--- src/rtl/cid_pkg.sv ---
package cid_pkg;
    localparam int BYTE_W = 8;
    localparam int CNT_W  = $clog2(BYTE_W);

    typedef enum logic [1:0] {
        RX_IDLE,
        RX_START,
        RX_DATA,
        RX_STOP
    } rx_state_e;

    typedef struct packed {
        logic              valid;
        logic [BYTE_W-1:0] data;
    } rx_byte_t;

    function automatic logic is_fall(input logic prev, input logic cur);
        return prev & ~cur;
    endfunction
endpackage

--- src/rtl/cid_bit_timer.sv ---
module cid_bit_timer #(
    parameter int unsigned CLK_HZ = 3579545,
    parameter int unsigned BAUD   = 1200
) (
    input  logic clk,
    input  logic rst,
    input  logic restart,
    output logic half_tick,
    output logic sample_tick
);
    localparam int unsigned INC   = 2 * BAUD;
    localparam int unsigned ACC_W = $clog2(CLK_HZ + INC + 1);
    localparam logic [ACC_W-1:0] INC_V = INC[ACC_W-1:0];
    localparam logic [ACC_W-1:0] MOD_V = CLK_HZ[ACC_W-1:0];

    logic [ACC_W-1:0] acc;
    logic [ACC_W-1:0] sum;
    logic             phase;
    logic             wrap;

    assign sum         = acc + INC_V;
    assign wrap        = (sum >= MOD_V);
    assign half_tick   = wrap & ~restart;
    assign sample_tick = half_tick & ~phase;

    always_ff @(posedge clk) begin
        if (rst || restart) begin
            acc   <= '0;
            phase <= 1'b0;
        end else if (wrap) begin
            acc   <= sum - MOD_V;
            phase <= ~phase;
        end else begin
            acc   <= sum;
        end
    end
endmodule

--- src/rtl/cid_framer.sv ---
module cid_framer
    import cid_pkg::*;
(
    input  logic     clk,
    input  logic     rst,
    input  logic     enable,
    input  logic     bit_in,
    input  logic     sample_tick,
    output logic     restart,
    output rx_byte_t byte_o
);
    rx_state_e         st;
    logic              prev_bit;
    logic [CNT_W-1:0]  cnt;
    logic [BYTE_W-1:0] shreg;

    assign restart = (st == RX_IDLE) && enable && is_fall(prev_bit, bit_in);

    always_ff @(posedge clk) begin
        if (rst) begin
            st       <= RX_IDLE;
            prev_bit <= 1'b1;
            cnt      <= '0;
            shreg    <= '0;
            byte_o   <= '0;
        end else begin
            prev_bit     <= bit_in;
            byte_o.valid <= 1'b0;
            if (!enable) begin
                st <= RX_IDLE;
            end else begin
                case (st)
                    RX_IDLE: if (restart) st <= RX_START;
                    RX_START: if (sample_tick) begin
                        st  <= bit_in ? RX_IDLE : RX_DATA;
                        cnt <= '0;
                    end
                    RX_DATA: if (sample_tick) begin
                        shreg <= {bit_in, shreg[BYTE_W-1:1]};
                        cnt   <= cnt + 1'b1;
                        if (cnt == CNT_W'(BYTE_W - 1)) st <= RX_STOP;
                    end
                    RX_STOP: if (sample_tick) begin
                        st <= RX_IDLE;
                        if (bit_in) begin
                            byte_o.valid <= 1'b1;
                            byte_o.data  <= shreg;
                        end
                    end
                    default: st <= RX_IDLE;
                endcase
            end
        end
    end
endmodule

--- src/rtl/cid_read_port.sv ---
module cid_read_port
    import cid_pkg::*;
(
    input  logic              clk,
    input  logic              rst,
    input  logic              clocked_mode,
    input  logic              rd_clk,
    input  logic              load,
    input  logic [BYTE_W-1:0] load_data,
    input  logic              half_tick,
    output logic              dr_n,
    output logic              out_bit,
    output logic              dclk_rise
);
    logic [2:0]        sync;
    logic [BYTE_W-1:0] sreg;
    logic [CNT_W:0]    left;

    assign dclk_rise = sync[1] & ~sync[2];

    always_ff @(posedge clk) begin
        if (rst) begin
            sync    <= '0;
            sreg    <= '0;
            left    <= '0;
            dr_n    <= 1'b1;
            out_bit <= 1'b1;
        end else begin
            sync <= {sync[1:0], rd_clk};
            if (!clocked_mode) begin
                dr_n <= 1'b1;
            end else if (load) begin
                sreg <= load_data;
                left <= (CNT_W+1)'(BYTE_W);
                dr_n <= 1'b0;
            end else begin
                if (dclk_rise && left != '0) begin
                    out_bit <= sreg[0];
                    sreg    <= sreg >> 1;
                    left    <= left - 1'b1;
                end
                if (dclk_rise || half_tick) dr_n <= 1'b1;
            end
        end
    end
endmodule

--- src/rtl/cid_serial_if.sv ---
module cid_serial_if
    import cid_pkg::*;
#(
    parameter int unsigned CLK_HZ = 3579545,
    parameter int unsigned BAUD   = 1200
) (
    input  logic clk,
    input  logic rst,
    input  logic mode_sel,
    input  logic carrier_det,
    input  logic demod_bit,
    input  logic rd_clk,
    output logic ser_data,
    output logic data_rdy_n
);
    logic     restart;
    logic     half_tick;
    logic     sample_tick;
    logic     out_bit;
    logic     dclk_rise;
    rx_byte_t rx_byte;

    cid_bit_timer #(.CLK_HZ(CLK_HZ), .BAUD(BAUD)) u_timer (
        .clk(clk), .rst(rst), .restart(restart),
        .half_tick(half_tick), .sample_tick(sample_tick)
    );

    cid_framer u_framer (
        .clk(clk), .rst(rst), .enable(carrier_det), .bit_in(demod_bit),
        .sample_tick(sample_tick), .restart(restart), .byte_o(rx_byte)
    );

    cid_read_port u_port (
        .clk(clk), .rst(rst), .clocked_mode(mode_sel), .rd_clk(rd_clk),
        .load(rx_byte.valid), .load_data(rx_byte.data), .half_tick(half_tick),
        .dr_n(data_rdy_n), .out_bit(out_bit), .dclk_rise(dclk_rise)
    );

    always_comb begin
        if (mode_sel)         ser_data = out_bit;
        else if (carrier_det) ser_data = demod_bit;
        else                  ser_data = 1'b1;
    end
endmodule

--- config.mk ---
export PLATFORM = sky130hd
export DESIGN_NAME = cid_serial_if
export DESIGN_NICKNAME = d
export VERILOG_FILES = /design/src/rtl/cid_pkg.sv /design/src/rtl/cid_bit_timer.sv /design/src/rtl/cid_framer.sv /design/src/rtl/cid_read_port.sv /design/src/rtl/cid_serial_if.sv
export SDC_FILE = /design/constraint.sdc
export NUM_CORES = 1
export LEC_CHECK = 0
export ABC_AREA = 0
export BUFFER_PORTS_ARGS = -buffer_cell sky130_fd_sc_hd__buf_2
export CORE_UTILIZATION = 40
export CTS_CLUSTER_DIAMETER = 150
export DETAILED_ROUTE_END_ITERATION = 8
export GPL_ROUTABILITY_DRIVEN = 0
export PLACE_DENSITY_LB_ADDON = 0.1
export REMOVE_ABC_BUFFERS = 1
export SYNTH_ARGS = -nofsm -noshare
export SYNTH_HDL_FRONTEND = slang
export SYNTH_HIERARCHICAL = 1
export SYNTH_SLANG_ARGS = --single-unit
--- constraint.sdc ---
create_clock -name clk -period 9.9 [get_ports clk]
set_clock_uncertainty 0.2 [all_clocks]
set_input_delay 1.485 -clock clk [delete_from_list [all_inputs] [get_ports clk]]
set_output_delay 1.485 -clock clk [all_outputs]
set_load 0.01 [all_outputs]
==> reports/results.tsv <==
stage	metric	value	unit
outcome	status	finished, final reports clean	
clocking	Root Buffer	clkbuf_8	
pwr	worst IR drop on VDD	0.00006387	V
die	die width	96.10	um
global_route	GRT Util Overall	17.01	%
setup_path	R2R Setup Slk	6.15	ns
die	die area	0.009235	sq mm
timing	Worst Hold Slack	0.2519	ns
timing	Peak Freq	0.2670	GHz
setup_path	path depth of the worst reg2reg path	12	
yosys	Post-synth ARST share	0	%
setup_path	critical path class	flop to flop	
die	io pins	8	
pwr	clock share of power	47.0	%
setup_path	CP required	9.98	ns
setup_path	Crit Path Max Fanout	9	
routing	drt pass-1 iters	4	
clocking	# resized after CTS	0	
setup_path	Critical Path, Cell by Cell	inv_1, ha_1, nand2b_1, a21oi_1, and3_1, xnor2_1, nand4b_1, o31a_1, nor3_1, and2_1, and4_4, mux2i_1	
setup_path	Critical Path Sink Type	flop	
pwr	leakage power	0.001480	uW
layout	cell area after layout	0.003850	sq mm
setup_path	RR Endpoint	u_framer/byte_o[2]$_SDFFE_PP0P_	
clocking	Max Root-Sink Buffers	2	
yosys	Yosys reg bits	63	
routing	vias per inst	5.274	
timing	relative slew slack	48.45	%
pwr	Reg power frac	43.8	%
layout	diode count	0	
routing	DRC	0	
die	Core Region	0.008382	sq mm
min_path	Hold Crit Endpoint	u_port/sync[1]$_SDFF_PP0_	
pwr	Sw Share	25.74	%
placed_design	Port Buf Inserts	7	
placed_design	post-detail-place hpwl	4.841	mm
clocking	clk slew on worst S/H paths	0.08	ns
global_route	global-route wire length before repair	12.08	mm
timing	worst slew pin tran	0.7681	ns
setup_path	critical path arrival	3.82	ns
routing	Post-Route WL	7.185	mm
min_path	startpoint of the worst hold path	u_port/sync[0]$_SDFF_PP0_	
routing	1st-iter DRT viols	151	
yosys	Syn Std Cell Area	0.003542	sq mm
job	Max-cap violations	0	
yosys	Mean Syn Cell Area	8.494	sq um
layout	Nets	431	
setup_path	CP max-delay cell	nor3_1	
yosys	Yosys warnings	6	
clocking	clk_lat worst skew	0.35	ns
die	Initial Util	42.26	%
pwr	Logic pwr share	9.2	%
timing	RSZ-0062 raised after global routing	no	
pwr	net switching power	156.1	uW
routing	DR WL/cell	13.66	um
pwr	Int Pwr	450.4	uW
layout	share of cells above drive strength 1	12.11	%
clocking	CTS sink count	63	
routing	ANT nets after route	0	
yosys	ys flop type	dfxtp_1	
layout	Layout area overhead	8.689	%
timing	setup_tns	0	ns
yosys	register area share after synthesis	35.61	%
yosys	Post-synth EDFFs	0	
min_path	hold crit path type	flop to flop	
clocking	CTS tree	built	
yosys	Mapped Cells	417	
timing	fin crit period	3.746	ns
global_route	pin count of the biggest net entering global routing	44	
die	chip height	96.10	um
global_route	GR Overflow Total	0	
clocking	H-tree depth	3	
setup_path	startpoint type of the worst setup path	flop	
yosys	Yosys cell types	63	
timing	Max Slew Vio Count	0	
timing	Final Hold Vio Count	0	
timing	period utilisation layout	37.84	%
pwr	pwr/cell area	157.5	mW/mm^2
clocking	setup bufs post-CTS	0	
routing	routed vias	2774	
setup_path	critical path's largest stage delay	0.44	ns
pwr	Design Power	606.5	uW
timing	number of setup violations in the final report	0	
global_route	initial antenna violation count	0	
clocking	CTS Buf Count	9	
setup_path	FF-to-FF Start	u_timer/acc[5]$_SDFF_PP0_	
global_route	vias in the first global route	2533	
layout	fillers	858	
min_path	hold path cells	1	
clocking	hold_buf cts	0	
placed_design	post-placement cell area	0.003598	sq mm
die	# rows	33	
==> power by group through the flow <==
stage                     clock network, uW  registers [uW]  logic, uW
final                                   285             266       55.6
after floorplan                           0             270       41.6
after global placement                    0             271       55.1
after CTS                               294             266       55.6
after detailed placement                  0             271       55.3
after global routing                    304             267       62.4
==> state kept, by name (all words and copies together), names as in the netlist, named ones only <==
signal,flops
u_port/dr_n,1
u_framer/st,1
u_port/sreg,8
u_framer/cnt,3
u_framer/byte_o,9
u_port/out_bit,1
u_framer/shreg,8
u_framer/prev_bit,1
u_timer/acc,22
u_port/sync,3
u_timer/phase,1
u_port/left,4
==> Yosys cell counts (4+ instances only) <==
master | count | area, sq um
clkbuf_1 | 9 | 33.78
nor3_1 | 10 | 50.05
mux2i_1 | 19 | 190.2
and2_1 | 4 | 25.02
buf_2 | 5 | 25.02
ha_1 | 9 | 112.6
mux2_2 | 9 | 101.4
inv_1 | 12 | 45.04
nand2b_1 | 20 | 125.1
nor2b_1 | 11 | 68.82
xor2_1 | 10 | 87.58
or3_1 | 7 | 43.79
nand3_1 | 8 | 40.04
a21oi_1 | 32 | 160.2
xnor2_1 | 18 | 157.7
o21ai_0 | 12 | 60.06
dfxtp_1 | 63 | 1261
a21o_1 | 4 | 30.03
nand2_1 | 46 | 172.7
nor2_1 | 39 | 146.4
==> worst max-delay path, delay by kind of cell (launching register included) <==
kind	cells	cell delay [ns]
xor gates and xnor gates	1	0.11
AOI/OAI and AO/OA	2	0.62
buffers and inverters	1	0.12
muxes	1	0.21
DFF	1	0.42
and+or+nand+nor	6	1.76
adders and majority gates	1	0.24
==> how the worst max path moves through the flow <==
stage	start	to	slack (ns)	cells past startpoint
2_1_floorplan	u_timer/acc[5]$_SDFF_PP0_	u_framer/byte_o[0]$_SDFFE_PP0P_	6.42	12
3_3_place_gp	mode_sel	ser_data	6.13	4
3_5_place_dp	mode_sel	ser_data	6.14	4
4_1_cts	mode_sel	ser_data	6.13	4
5_1_grt	u_timer/acc[5]$_SDFF_PP0_	u_framer/cnt[0]$_SDFFE_PP0P_	5.87	12
6_report	u_timer/acc[5]$_SDFF_PP0_	u_framer/byte_o[2]$_SDFFE_PP0P_	6.15	12
==> routing by layer <==
layer / vias up / global-route usage (%) / share of wire (%)
met5: - / 0 / 0
met4: 0 / 6.468 / 0.82
met3: 5 / 3.949 / 2.4
met2: 22 / 24.35 / 42
met1: 1311 / 24.48 / 54
li1: 1436 / - / -
==> placed cells by master, fill, tap and decap left out, types with 7 or more instances in the layout <==
master	instances
nor2b_1	11
ha_1	9
a21oi_1	32
nand2_1	46
mux2_2	9
nor3_1	10
clkbuf_8	9
o21ai_0	12
xor2_1	10
inv_1	12
or3_1	7
nor2_1	39
dfxtp_1	63
xnor2_1	18
nand3_1	8
buf_2	7
mux2i_1	19
nand2b_1	20
==> stage by stage <==
step                std cells  utilization (%)  setup slack [ns]
CTS                       526            45.93             6.132
finish                    526            45.93             6.154
global placement          510            42.93             6.129
global route              526            45.93             5.869
detailed placement        510            42.93             6.138
floorplan                 397                -             6.425
==> cell type report <==
type / instances / area, sq um / area share [%]
multi-input cells: 320 / 2111 / 54.83
flip-flops and latches: 63 / 1261 / 32.76
well taps: 105 / 131.4 / 3.412
clock inverters: 7 / 127.6 / 3.315
clock buffers: 9 / 123.9 / 3.217
inverters: 14 / 52.55 / 1.365
repair buffers: 8 / 42.54 / 1.105
==> logic make-up after synthesis <==
logic type / synth area share, %
XOR/XNOR: 7.383
adder cells (fa/ha/maj): 3.179
multiplexers: 8.230
AO/OA/AOI/OAI: 14.59
flip-flops: 35.61
buffers and inverters: 4.804
AND/OR/NAND/NOR: 26.21
Power figures use the tool's default switching activity.
